==> src/rtl/cfg_drp_pkg.sv <==
package cfg_drp_pkg;
   // Word addresses of the mapped registers
   localparam int unsigned WA_RESET  = 32'h10;
   localparam int unsigned WA_SELECT = 32'h11;
   localparam int unsigned WA_CTRL   = 32'h1C;
   localparam int unsigned WA_STATUS = 32'h1D;
   // Control word field positions
   localparam int unsigned CTL_START_BIT = 29;
   localparam int unsigned CTL_READ_BIT  = 28;
   localparam int unsigned CTL_ADDR_LSB  = 16;
   localparam int unsigned CTL_ADDR_SPAN = 12;
   localparam int unsigned CTL_DATA_SPAN = 16;
   // Status word field positions
   localparam int unsigned STS_BUSY_BIT  = 16;
endpackage

==> src/rtl/cfg_drp_regs.sv <==
module cfg_drp_regs #(
   parameter int SEL_W = 2
) (
   input  logic             clk,
   input  logic             rst_n,
   input  logic             wr_reset,
   input  logic             wr_select,
   input  logic [31:0]      wdata,
   output logic             glob_en,
   output logic             synth_en,
   output logic [SEL_W-1:0] src_sel
);
   generate
      if (SEL_W < 1 || SEL_W > 8) begin : g_bad_sel
         $error("SEL_W out of range");
      end
   endgenerate

   always_ff @(posedge clk) begin
      if (!rst_n) begin
         glob_en  <= 1'b0;
         synth_en <= 1'b0;
         src_sel  <= '0;
      end else begin
         if (wr_reset) begin
            glob_en  <= wdata[0];
            synth_en <= wdata[1];
         end
         if (wr_select) src_sel <= wdata[SEL_W-1:0];
      end
   end


   rst_reg_upd_chk: assert property (@(posedge clk) disable iff (!rst_n)
      wr_reset |=> (glob_en == $past(wdata[0])) && (synth_en == $past(wdata[1])));

   sel_hold_chk: assert property (@(posedge clk) disable iff (!rst_n)
      !wr_select |=> $stable(src_sel));
endmodule

==> src/rtl/cfg_drp_engine.sv <==
module cfg_drp_engine
   import cfg_drp_pkg::*;
#(
   parameter int DRP_AW = 7,
   parameter int DRP_DW = 16
) (
   input  logic              clk,
   input  logic              rst_n,
   input  logic              ctrl_wr,
   input  logic [31:0]       wdata,
   output logic              busy,
   output logic [31:0]       ctrl_word,
   output logic [DRP_DW-1:0] rd_data,
   output logic              drp_en,
   output logic              drp_we,
   output logic [DRP_AW-1:0] drp_addr,
   output logic [DRP_DW-1:0] drp_di,
   input  logic [DRP_DW-1:0] drp_do,
   input  logic              drp_rdy
);
   generate
      if (DRP_AW < 1 || DRP_AW > int'(CTL_ADDR_SPAN)) begin : g_bad_aw
         $error("DRP_AW does not fit the control word");
      end
      if (DRP_DW < 1 || DRP_DW > int'(CTL_DATA_SPAN)) begin : g_bad_dw
         $error("DRP_DW does not fit the control word");
      end
   endgenerate

   logic start_ok;
   logic finish;

   assign start_ok = ctrl_wr && wdata[CTL_START_BIT] && !busy;
   assign finish   = busy && drp_rdy;

   always_ff @(posedge clk) begin
      if (!rst_n) begin
         busy      <= 1'b0;
         ctrl_word <= '0;
         rd_data   <= '0;
         drp_en    <= 1'b0;
         drp_we    <= 1'b0;
         drp_addr  <= '0;
         drp_di    <= '0;
      end else begin
         drp_en <= start_ok;
         if (start_ok) begin
            busy      <= 1'b1;
            ctrl_word <= wdata;
            drp_we    <= !wdata[CTL_READ_BIT];
            drp_addr  <= wdata[CTL_ADDR_LSB +: DRP_AW];
            drp_di    <= wdata[DRP_DW-1:0];
         end else if (finish) begin
            busy <= 1'b0;
            if (!drp_we) rd_data <= drp_do;
         end
      end
   end


   drp_pulse_chk: assert property (@(posedge clk) disable iff (!rst_n)
      drp_en |=> !drp_en);

   start_busy_chk: assert property (@(posedge clk) disable iff (!rst_n)
      (ctrl_wr && wdata[CTL_START_BIT] && !busy) |=> (busy && drp_en));

   busy_block_chk: assert property (@(posedge clk) disable iff (!rst_n)
      (busy && ctrl_wr) |=> (!drp_en && $stable(drp_addr) && $stable(drp_di)
                             && $stable(ctrl_word)));

   busy_clear_chk: assert property (@(posedge clk) disable iff (!rst_n)
      (busy && drp_rdy) |=> !busy);

   no_start_chk: assert property (@(posedge clk) disable iff (!rst_n)
      (!busy && !(ctrl_wr && wdata[CTL_START_BIT])) |=> (!busy && !drp_en));

   data_hold_chk: assert property (@(posedge clk) disable iff (!rst_n)
      !(busy && drp_rdy && !drp_we) |=> $stable(rd_data));
endmodule

==> src/rtl/cfg_drp_resp.sv <==
module cfg_drp_resp
   import cfg_drp_pkg::*;
#(
   parameter int ADDR_W = 6,
   parameter int SEL_W  = 2,
   parameter int DRP_DW = 16
) (
   input  logic              clk,
   input  logic              rst_n,
   input  logic              req_valid,
   input  logic              req_write,
   input  logic [ADDR_W-1:0] req_addr,
   input  logic              glob_en,
   input  logic              synth_en,
   input  logic [SEL_W-1:0]  src_sel,
   input  logic [31:0]       ctrl_word,
   input  logic              busy,
   input  logic [DRP_DW-1:0] rd_data,
   output logic              req_ack,
   output logic [31:0]       req_rdata
);
   logic [31:0] sel_ext;
   logic [15:0] data_ext;
   logic [31:0] status_word;
   logic [31:0] mux_out;

   generate
      if (SEL_W < 32) begin : g_sel_pad
         assign sel_ext = {{(32-SEL_W){1'b0}}, src_sel};
      end else begin : g_sel_full
         assign sel_ext = src_sel;
      end
      if (DRP_DW < 16) begin : g_data_pad
         assign data_ext = {{(16-DRP_DW){1'b0}}, rd_data};
      end else begin : g_data_full
         assign data_ext = rd_data;
      end
   endgenerate

   assign status_word = {15'b0, busy, data_ext};

   always_comb begin
      mux_out = '0;
      if (32'(req_addr) == WA_RESET)       mux_out = {30'b0, synth_en, glob_en};
      else if (32'(req_addr) == WA_SELECT) mux_out = sel_ext;
      else if (32'(req_addr) == WA_CTRL)   mux_out = ctrl_word;
      else if (32'(req_addr) == WA_STATUS) mux_out = status_word;
   end

   always_ff @(posedge clk) begin
      if (!rst_n) begin
         req_ack   <= 1'b0;
         req_rdata <= '0;
      end else begin
         req_ack   <= req_valid;
         req_rdata <= (req_valid && !req_write) ? mux_out : 32'b0;
      end
   end


   ack_follow_chk: assert property (@(posedge clk) disable iff (!rst_n)
      req_valid |=> req_ack);

   ack_idle_chk: assert property (@(posedge clk) disable iff (!rst_n)
      !req_valid |=> !req_ack);
endmodule

==> src/rtl/cfg_drp_bridge.sv <==
module cfg_drp_bridge
   import cfg_drp_pkg::*;
#(
   parameter int ADDR_W = 6,
   parameter int SEL_W  = 2,
   parameter int DRP_AW = 7,
   parameter int DRP_DW = 16
) (
   input  logic              clk,
   input  logic              rst_n,
   input  logic              req_valid,
   input  logic              req_write,
   input  logic [ADDR_W-1:0] req_addr,
   input  logic [31:0]       req_wdata,
   output logic              req_ack,
   output logic [31:0]       req_rdata,
   output logic              glob_en,
   output logic              synth_en,
   output logic [SEL_W-1:0]  src_sel,
   output logic              drp_en,
   output logic              drp_we,
   output logic [DRP_AW-1:0] drp_addr,
   output logic [DRP_DW-1:0] drp_di,
   input  logic [DRP_DW-1:0] drp_do,
   input  logic              drp_rdy
);
   generate
      if (ADDR_W < 5 || ADDR_W > 30) begin : g_bad_addr
         $error("ADDR_W cannot reach the register words");
      end
   endgenerate

   logic              wr_stb;
   logic              wr_reset;
   logic              wr_select;
   logic              wr_ctrl;
   logic              busy;
   logic [31:0]       ctrl_word;
   logic [DRP_DW-1:0] rd_data;

   assign wr_stb    = req_valid && req_write;
   assign wr_reset  = wr_stb && (32'(req_addr) == WA_RESET);
   assign wr_select = wr_stb && (32'(req_addr) == WA_SELECT);
   assign wr_ctrl   = wr_stb && (32'(req_addr) == WA_CTRL);

   cfg_drp_regs #(.SEL_W(SEL_W)) u_regs (
      .clk       (clk),
      .rst_n     (rst_n),
      .wr_reset  (wr_reset),
      .wr_select (wr_select),
      .wdata     (req_wdata),
      .glob_en   (glob_en),
      .synth_en  (synth_en),
      .src_sel   (src_sel)
   );

   cfg_drp_engine #(.DRP_AW(DRP_AW), .DRP_DW(DRP_DW)) u_engine (
      .clk       (clk),
      .rst_n     (rst_n),
      .ctrl_wr   (wr_ctrl),
      .wdata     (req_wdata),
      .busy      (busy),
      .ctrl_word (ctrl_word),
      .rd_data   (rd_data),
      .drp_en    (drp_en),
      .drp_we    (drp_we),
      .drp_addr  (drp_addr),
      .drp_di    (drp_di),
      .drp_do    (drp_do),
      .drp_rdy   (drp_rdy)
   );

   cfg_drp_resp #(.ADDR_W(ADDR_W), .SEL_W(SEL_W), .DRP_DW(DRP_DW)) u_resp (
      .clk       (clk),
      .rst_n     (rst_n),
      .req_valid (req_valid),
      .req_write (req_write),
      .req_addr  (req_addr),
      .glob_en   (glob_en),
      .synth_en  (synth_en),
      .src_sel   (src_sel),
      .ctrl_word (ctrl_word),
      .busy      (busy),
      .rd_data   (rd_data),
      .req_ack   (req_ack),
      .req_rdata (req_rdata)
   );
endmodule

==> config.mk <==
export PLATFORM = sky130hd
export DESIGN_NAME = cfg_drp_bridge
export DESIGN_NICKNAME = d
export VERILOG_FILES = /design/src/rtl/cfg_drp_pkg.sv /design/src/rtl/cfg_drp_regs.sv /design/src/rtl/cfg_drp_engine.sv /design/src/rtl/cfg_drp_resp.sv /design/src/rtl/cfg_drp_bridge.sv
export SDC_FILE = /design/constraint.sdc
export NUM_CORES = 1
export LEC_CHECK = 0
export ABC_AREA = 1
export BUFFER_PORTS_ARGS = -buffer_cell sky130_fd_sc_hd__buf_2
export CORE_MARGIN = 2
export CORE_UTILIZATION = 45
export DETAILED_ROUTE_END_ITERATION = 8
export GPL_ROUTABILITY_DRIVEN = 1
export GPL_TIMING_DRIVEN = 1
export HOLD_SLACK_MARGIN = 0.1
export MAX_ROUTING_LAYER = met4
export PLACE_DENSITY = 0.75
export SKIP_LAST_GASP = 1
export SLEW_MARGIN = 15
export SYNTH_ARGS = -nofsm -noshare
export SYNTH_HDL_FRONTEND = slang
export SYNTH_HIERARCHICAL = 1
export SYNTH_SLANG_ARGS = --single-unit
==> constraint.sdc <==
create_clock -name clk -period 2.42 [get_ports clk]
set_clock_uncertainty 0.1 [all_clocks]
set_input_delay 0.484 -clock clk [delete_from_list [all_inputs] [get_ports clk]]
set_output_delay 0.484 -clock clk [all_outputs]
set_load 0.005 [all_outputs]
==> results of run 1 <==
==> final timing paths <==
| path | start | endpoint | slack [ps] | cells after the start |
|---|---|---|---|---|
| setup reg to reg | u_engine/busy | u_engine/ctrl_word[19] | 1020 | 4 |
| hold reg to reg | u_engine/ctrl_word[30] | u_resp/req_rdata[30] | 330 | 2 |
| setup / recovery | req_addr[1] | u_engine/ctrl_word[19] | 640 | 9 |
| hold / removal | drp_do[12] | u_engine/rd_data[12] | 260 | 3 |
==> layout by cell type (no fill, tap or decap), types with 3 or more instances in the layout <==
cell type  instances
buf_2            120
clkbuf_8          13
dfxtp_1           88
inv_1             58
nand2_1           95
nand2_2            4
nand3_1           19
nand4_1            3
nor2_1           132
nor2_2            14
nor2_4             6
o21ai_0           14
o21ai_1           17
==> synth_stat cells <==
cell type / n
nor2_4: 6
nand2_4: 1
o21ai_1: 17
nand2_1: 95
nand4_1: 3
a21oi_1: 1
buf_2: 6
dfxtp_1: 88
nand3_4: 1
clkbuf_1: 2
nand3_1: 19
buf_6: 11
nand3b_1: 1
inv_2: 1
inv_1: 58
nand3b_4: 1
nand2_2: 4
a21oi_2: 1
o21ai_0: 14
nor2_2: 14
buf_4: 24
nor2_1: 132
nand3_2: 1
==> flip-flops by register name, summed over array words and instances, names as in the netlist <==
signal,flops
u_resp/req_rdata,32
u_engine/drp_en,1
u_regs/glob_en,1
u_engine/busy,1
u_regs/synth_en,1
u_engine/ctrl_word,32
u_regs/src_sel,2
u_resp/req_ack,1
u_engine/drp_we,1
u_engine/rd_data,16
==> per-layer routing <==
metal / track usage (%) / wire, µm / vias up
met2: 31.44 / 4125 / 92
li1: - / - / 1655
met4: 8.454 / 74 / 0
met1: 22.14 / 3625 / 1382
met3: 2.873 / 413 / 10
met5: - / 0 / -
==> kinds of logic (layout without fill, tap and decap cells) <==
kind of cell	after synthesis	in the layout	share of synthesized area, %
buffers and inverters	102	198	15.19
AND/OR/NAND/NOR	278	278	32.71
flip-flops	88	88	47.54
AO/OA/AOI/OAI	33	33	4.558
==> through the flow <==
step	setup slack, ps	util (%)	instances	hold WS (ps)
after CTS	674.7	53.56	702	245.4
after detailed placement	343.7	51.05	686	326.4
after global routing	540.0	53.56	702	254.5
after floorplan	844.5	-	501	308.7
final	644.2	53.56	702	262.3
after global placement	405.5	51.05	686	316.8
==> power groups by stage <==
stage	Sequential (mW)	Combinational [mW]	Clock (mW)
2_1_floorplan	1.48	0.0622	0
3_3_place_gp	1.48	0.127	0
3_5_place_dp	1.49	0.129	0
4_1_cts	1.45	0.129	1.02
5_1_grt	1.45	0.142	1.07
6_report	1.45	0.128	0.987
==> critical path: stages <==
cell     delay (ps)
buf_2           130
nor2_1          130
nand2_1          80
nor2_1          280
nand2_1         170
nor2_4          310
buf_12          210
nor2_1           60
nor2_1           90
==> layout make-up <==
cell class                      instances  area, µm²
Fill cell                             820       3759
Clock buffer                           13      178.9
Tap cell                              105      131.4
Clock inverter                          3      23.77
Multi-Input combinational cell        311       1381
Inverter                               59      221.5
Timing Repair Buffer                  123      635.6
Sequential cell                        88       1762
==> flow_summary_export.csv, run 1 <==
group,metric,value,unit
sta,grt_setup_unrepaired,"no",
clock_network,cts_tree,"done",
sta,worst_pin_slew,499.4,ps
detailed_routing,route.detailed.drc,0,
setup_path,cp.required,2600,ps
final_layout,antennaDiodeCount,0,
place,io_buffers,120,
power,p_total,2.566,mW
grt,grt_overflow,0,
yosys,synth_top_area_share,47.54,%
grt,antenna_found_initial,0,
yosys,synth_top_area_cell,"dfxtp_1",
power,p_switching,575.4,µW
grt,grt_max_degree,54,
setup_path,cp_max_fo,22,
grt,track_usage,18.73,%
detailed_routing,post_drt_wl_per_cell,11.74,µm
power,internal_power,1.990,mW
power,pwr-share-clk,38.5,%
clock_network,clk_latency,350,ps
detailed_routing,drt_iter0_markers,113,
floorplanning,die_h,94.75,µm
detailed_routing,ant_nets,0,
place,dpl.hpwl,5959,µm
yosys,yosysWarningCount,6,
sta,finalHoldViolCount,0,
power,combPwrFrac,5.0,%
clock_network,cts_sinks,88,
place,place_congestion,0.8469,
yosys,synthCells,501,
sta,max_clock_freq,563.1,MHz
grt,grt_pass1_vias,2837,
run,max_cap_violations,0,
yosys,ys_types,23,
clock_network,cts_hold_buf,0,
clock_network,post_cts_resized,0,
place,place_area,4131,µm²
power,seq_power_share,56.5,%
floorplanning,dieArea,8978,µm²
yosys,syn_area,3706,µm²
final_layout,fin_nets,651,
power,switching_share,22.42,%
yosys,ys_top_cells_by_area,"dfxtp_1, nor2_1, nand2_1",
power,power-per-cell-area,592.0,nW/µm²
yosys,seq_area_frac_synth,47.54,%
detailed_routing,first_pass_iters,4,
setup_path,critPathKind,"input port to flop",
sta,finalMaxSlewViolations,0,
grt,grt_pass1_wl,12630,µm
clock_network,post-cts-setup-buffers,0,
yosys,synth-seq-cells,88,
setup_path,start_kind,"input port",
sta,finalSetupTns,0,ps
floorplanning,fp-row-count,33,
clock_network,cts_inserted_buffers,9,
final_layout,drive_gt1_share,28.31,%
yosys,synth_area_per_cell,7.397,µm²
power,total_leakage_power,2.165,nW
final_layout,syn2layout_area_growth,16.95,%
floorplanning,die_x,94.75,µm
status,status,"complete, no violations",
clock_network,ctsHtreeMaxLevel,3,
sta,setup_viol,0,
floorplanning,initial_core_util,45.79,%
clock_network,clockRootBuffer,"clkbuf_8",
setup_path,cp.arrival,1950,ps
worst_hold_path,min_path_type,"input port to flop",
detailed_routing,drt-vias-per-instance,4.472,
clock_network,clkTransAtPathRegs,90,ps
sta,fin_crit_sh,73.38,%
detailed_routing,wl,8239,µm
sta,slew_headroom,66.70,%
yosys,syn_nets,560,
final_layout,final_area,4334,µm²
clock_network,cts_max_path_buffers,2,
floorplanning,ioPinCount,121,
power,vdd_ir_drop_max,232.2,µV
sta,period_needed,1776,ps
floorplanning,core,8093,µm²
detailed_routing,vias,3139,
setup_path,endpoint_kind,"flop",
Note: power is estimated with default switching activity, not from simulation.
==> inputs of run 2 (changes only) <==
ABC_AREA = 0   (was 1)
PLACE_DENSITY = 0.76   (was 0.75)
clock period = 1.9 ns   (was 2.42 ns; I/O delays follow)
==> run 2 against run 1 <==
Effect of this change: wire length is 13% lower; utilization is 2.2 points higher; flip-flop and latch count stayed put; total power is 28% higher; critical endpoint is now u_engine/ctrl_word[22]; largest cell class unchanged.
==> flow_summary_export.csv, run 2 <==
group,metric,value,unit
setup_path,crit_path_max_incr_delay,320,ps
grt,track_usage,17.67,%
final_layout,final_area,4262,µm²
yosys,ys_types,29,
setup_path,path_delay_family,"simple AND/OR/NAND/NOR gates",
grt,gr-usage-met2,30.39,%
final_layout,fin_nets,520,
grt,antenna_found_initial,0,
place,io_buffers,120,
sta,finalMaxSlewViolations,0,
sta,finalHoldViolCount,0,
place,dpl.hpwl,5047,µm
detailed_routing,drt-vias-per-instance,4.637,
final_layout,mostFrequentLayoutCells,"buf_2, nand2_1, dfxtp_1",
setup_path,critPathKind,"input port to flop",
yosys,synthCells,362,
clock_network,cts_tree,"done",
clock_network,post-cts-setup-buffers,0,
setup_path,path_buf_inv,3,
detailed_routing,vias,2634,
setup_path,crit_path_top_delay_cell,"and3b_2",
final_layout,mostFrequentLayoutCell,"buf_2",
yosys,synth-seq-cells,88,
floorplanning,die_x,92.28,µm
grt,grt_pass1_vias,2553,
power,power-per-cell-area,768.9,nW/µm²
power,p_total,3.277,mW
yosys,ys_top_cells_by_area,"dfxtp_1, mux2i_1, nand2_1",
floorplanning,core,7647,µm²
final_layout,antennaDiodeCount,0,
clock_network,cts_max_path_buffers,2,
sta,setup_viol,0,
detailed_routing,drt_iter0_markers,66,
sta,slew_headroom,70.63,%
yosys,seq_area_frac_synth,50.23,%
floorplanning,die_h,92.28,µm
detailed_routing,post_drt_wl_per_cell,12.64,µm
clock_network,cts_inserted_buffers,9,
clock_network,clockRootBuffer,"clkbuf_8",
clock_network,cts_hold_buf,0,
clock_network,clkTransAtPathRegs,90,ps
final_layout,stdcell_count,568,
power,vdd_ir_drop_max,378.8,µV
sta,max_clock_freq,638.6,MHz
status,status,"complete, no violations",
detailed_routing,route.detailed.drc,0,
place,place_area,4061,µm²
sta,period_needed,1566,ps
power,combPwrFrac,5.3,%
yosys,synth_top_area_cell,"dfxtp_1",
yosys,yosysWarningCount,6,
power,seq_power_share,56.3,%
yosys,post-synth-top-count-cell,"nand2_1",
yosys,synthArstFlopShare,0,%
power,switching_share,22.24,%
floorplanning,initial_core_util,45.86,%
place,place_congestion,0.7595,
grt,grt_pass1_wl,11540,µm
yosys,synth_area_per_cell,9.688,µm²
grt,top_usage_layer,"met2",
clock_network,clk_latency,350,ps
floorplanning,fp-row-count,32,
worst_hold_path,min_path_type,"input port to flop",
setup_path,start_kind,"input port",
grt,grt_max_degree,104,
setup_path,endpoint_kind,"flop",
yosys,synth_commonest_cells,"nand2_1, dfxtp_1, mux2i_1, buf_4, nor2_1",
yosys,syn_nets,421,
sta,fin_crit_sh,82.42,%
sta,finalSetupTns,0,ps
power,pwr-share-clk,38.3,%
detailed_routing,ant_nets,0,
grt,grt_overflow,0,
detailed_routing,first_pass_iters,4,
yosys,syn_area,3507,µm²
setup_path,cp.required,2080,ps
clock_network,ctsHtreeMaxLevel,3,
yosys,synth_top_area_share,50.23,%
detailed_routing,wl,7177,µm
place,place_inst,552,
floorplanning,dieArea,8516,µm²
power,p_switching,728.8,µW
clock_network,cts_sinks,88,
setup_path,crit_chain,"buf_2, buf_4, nand4b_1, nor4_1, and3b_2, buf_12, mux2i_1",
final_layout,drive_gt1_share,33.05,%
floorplanning,ioPinCount,121,
grt,use_met3,3.780,%
final_layout,syn2layout_area_growth,21.51,%
grt,grt_use_met1,20.38,%
sta,worst_pin_slew,440.5,ps
sta,hold_ws,138.8,ps
setup_path,cp_max_fo,24,
sta,grt_setup_unrepaired,"no",
final_layout,largestRegisters,"u_engine/ctrl_word (32), u_resp/req_rdata (32), u_engine/rd_data (16)",
yosys,ys.flop_type,"dfxtp_1",
clock_network,post_cts_resized,0,
power,total_leakage_power,1.908,nW
run,max_cap_violations,0,
yosys,synth_edf_count,0,
setup_path,cp.arrival,1740,ps
power,internal_power,2.548,mW
==> run 2: changes by cell type after synthesis, moves of 6 or more <==
cell and delta:
nor2_1 -115, mux2i_1 +67, inv_1 -55, nand3_1 -19
o21ai_1 -17, and2_1 +14, nor2_2 -14, o21ai_0 -13
nor2_4 -6
==> run 2: layout make-up <==
type,count,area (µm²)
multi-input combinational,225,1418
fill,706,3386
inverter,3,11.26
clock inverter,3,21.27
clock buffer,13,178.9
timing repair buffer,134,743.2
sequential,88,1762
tap,102,127.6
==> run 2: layer usage <==
layer,share of wire [%],up-vias
met4,1.4,0
met5,0,-
met3,4.8,10
met2,48,79
met1,46,1190
li1,-,1355
==> run 2: per-stage QoR <==
stage	util, %	setup slack (ps)
final	55.73	334.0
after CTS	55.73	334.2
after global placement	53.11	9.032
after global routing	55.73	167.8
after detailed placement	53.11	-44.46
after floorplan	-	75.56
==> run 2: power by group through the flow <==
stage          sequential [mW]  clock [mW]  combinational (mW)
3_3_place_gp              1.89           0               0.174
4_1_cts                   1.85        1.29               0.177
5_1_grt                   1.85        1.37               0.197
6_report                  1.85        1.26               0.174
2_1_floorplan             1.89           0              0.0849
3_5_place_dp              1.89           0               0.176
==> run 2: cells by family after synthesis <==
| logic type | share of synthesized area [%] |
|---|---|
| flops | 50.23 |
| mux | 19.44 |
| buf+inv | 9.561 |
| compound gates | 1.534 |
| simple gates | 19.23 |
==> run 2: final timing paths <==
kind,slack (ps),endpoint,start,depth (start not counted)
worst max-delay path,330,u_engine/ctrl_word[22],req_addr[3],7
worst min-delay path,140,u_resp/req_ack,req_valid,3
worst max register to register,640,u_engine/ctrl_word[22],u_engine/busy,3
worst min register to register,360,u_engine/ctrl_word[28],u_engine/ctrl_word[28],2
==> run 2: worst min-delay path, cell delays in order <==
cell     delay (ps)
buf_2           100
nand2_1          50
inv_1            40
==> inputs of run 3 (changes only) <==
PLACE_DENSITY = 0.79   (was 0.76)
clock period = 1.35 ns   (was 1.9 ns; I/O delays follow)
==> run 3 against run 2 <==
Effect of this change: the flow now finishes with violations (setup timing); final cell count grew 9.7%; critical path depth shrank 1; first-iteration DRC count is 30% higher; via count grew 12%; setup slack got worse by 400 ps; highest routed layer unchanged.
==> flow_summary_export.csv, run 3 (synthesis gave the netlist of run 2 again) <==
group,metric,value,unit
detailed_routing,vias,2961,
sta,setup_slack,-63.94,ps
sta,max_clock_freq,707.2,MHz
setup_path,start_kind,"input port",
run,max_cap_violations,0,
clock_network,cts_tree,"done",
final_layout,syn2layout_area_growth,42.38,%
detailed_routing,drt-vias-per-instance,4.753,
power,p_switching,1.101,mW
floorplanning,die_x,92.28,µm
detailed_routing,drt_iter0_markers,86,
power,pwr-share-clk,42.3,%
sta,finalSetupTns,-600.6,ps
setup_path,critPathKind,"input port to flop",
place,io_buffers,120,
sta,period_needed,1414,ps
clock_network,ctsHtreeMaxLevel,3,
place,place_congestion,0.8410,
clock_network,cts_inserted_buffers,9,
status,status,"finished with violations",
sta,grt_setup_unrepaired,"yes",
setup_path,endpoint_kind,"flop",
floorplanning,fp-row-count,32,
detailed_routing,post_drt_wl_per_cell,14.58,µm
final_layout,fin_nets,575,
grt,grt_max_degree,55,
setup_path,cp.arrival,1590,ps
detailed_routing,ant_nets,0,
power,total_leakage_power,2.204,nW
setup_path,cp.required,1520,ps
final_layout,final_area,4994,µm²
floorplanning,initial_core_util,45.86,%
clock_network,clkTransAtPathRegs,80,ps
detailed_routing,first_pass_iters,4,
sta,finalMaxSlewViolations,0,
setup_path,cp_max_fo,14,
grt,grt_overflow,0,
final_layout,antennaDiodeCount,0,
grt,grt_pass1_wl,13880,µm
floorplanning,ioPinCount,121,
final_layout,drive_gt1_share,32.44,%
place,dpl.hpwl,5431,µm
power,p_total,5.210,mW
clock_network,clockRootBuffer,"clkbuf_8",
power,seq_power_share,49.9,%
clock_network,cts_max_path_buffers,2,
final_layout,post-route-util,65.30,%
floorplanning,die_h,92.28,µm
clock_network,cts_sinks,88,
status,violations,"setup timing",
worst_hold_path,min_path_type,"input port to flop",
sta,setup_viol,24,
power,power-per-cell-area,1043,nW/µm²
power,vdd_ir_drop_max,645.4,µV
power,internal_power,4.109,mW
sta,fin_crit_sh,104.7,%
grt,track_usage,21.25,%
power,combPwrFrac,7.8,%
floorplanning,dieArea,8516,µm²
floorplanning,core,7647,µm²
sta,worst_pin_slew,468.6,ps
final_layout,largestRegisters,"u_engine/ctrl_word (32), u_resp/req_rdata (32), u_engine/rd_data (16)",
detailed_routing,route.detailed.drc,0,
detailed_routing,wl,9086,µm
final_layout,mostFrequentLayoutCell,"buf_2",
place,place_area,4167,µm²
sta,slew_headroom,68.76,%
power,switching_share,21.13,%
final_layout,mostFrequentLayoutCells,"buf_2, nand2_1, dfxtp_1",
grt,antenna_found_initial,0,
grt,grt_pass1_vias,3029,
clock_network,clk_latency,350,ps
sta,finalHoldViolCount,0,
==> run 3: final cells by class <==
type / count / area [µm²]
inverters: 3 / 11.26
repair buffers: 189 / 1341
clock buffers: 11 / 141.4
well taps: 102 / 127.6
clock inverters: 5 / 103.9
fillers: 622 / 2654
multi-input cells: 225 / 1506
flip-flops and latches: 88 / 1762
==> run 3: worst paths after layout <==
kind / from / endpoint / slack [ps] / cells past startpoint
min reg2reg: u_engine/ctrl_word[24] / u_resp/req_rdata[24] / 350 / 1
max reg2reg: u_engine/busy / u_engine/ctrl_word[31] / 40 / 3
min: drp_rdy / u_engine/busy / 140 / 3
max: req_write / u_engine/ctrl_word[31] / -60 / 6
==> run 3: timing repair <==
| action | in CTS | in global routing |
|---|---|---|
| hold endpoints to repair | 47 | 0 |
| pin swaps | 2 | 1 |
| setup endpoints to repair | 29 | 37 |
| hold buffers | 47 | 0 |
| resized for setup | 1 | 8 |
| buffers inserted | 0 | 2 |
| cloned | 0 | 2 |
==> run 3: power groups by stage <==
stage	Sequential (mW)	Combinational (mW)	Clock, mW
3_5_place_dp	2.66	0.280	0
5_1_grt	2.60	0.442	2.35
6_report	2.60	0.407	2.20
4_1_cts	2.60	0.385	2.23
2_1_floorplan	2.66	0.133	0
3_3_place_gp	2.66	0.273	0
==> run 3: layer usage <==
| layer | part of all wire (%) | global-route usage, % | wire length, µm |
|---|---|---|---|
| met1 | 43 | 22.96 | 3931 |
| met2 | 52 | 38.42 | 4729 |
| met3 | 3.8 | 4.519 | 349 |
| met4 | 0.83 | 7.587 | 75 |
| met5 | 0 | - | 0 |
==> run 3: stage by stage <==
step,instances,hold slack [ps],setup WS [ps]
after detailed placement,556,335.5,-444.3
after floorplan,362,263.5,-218.9
final,623,139.7,-63.94
after CTS,619,124.3,-55.75
after global routing,623,140.9,-98.79
after global placement,556,336.2,-367.9
==> run 3: critical path, stage by stage <==
cell and delay, ps:
buf_2 130, nand2_8 80, nor4_4 320, and3b_2 350, clkbuf_16 230, mux2i_1 200
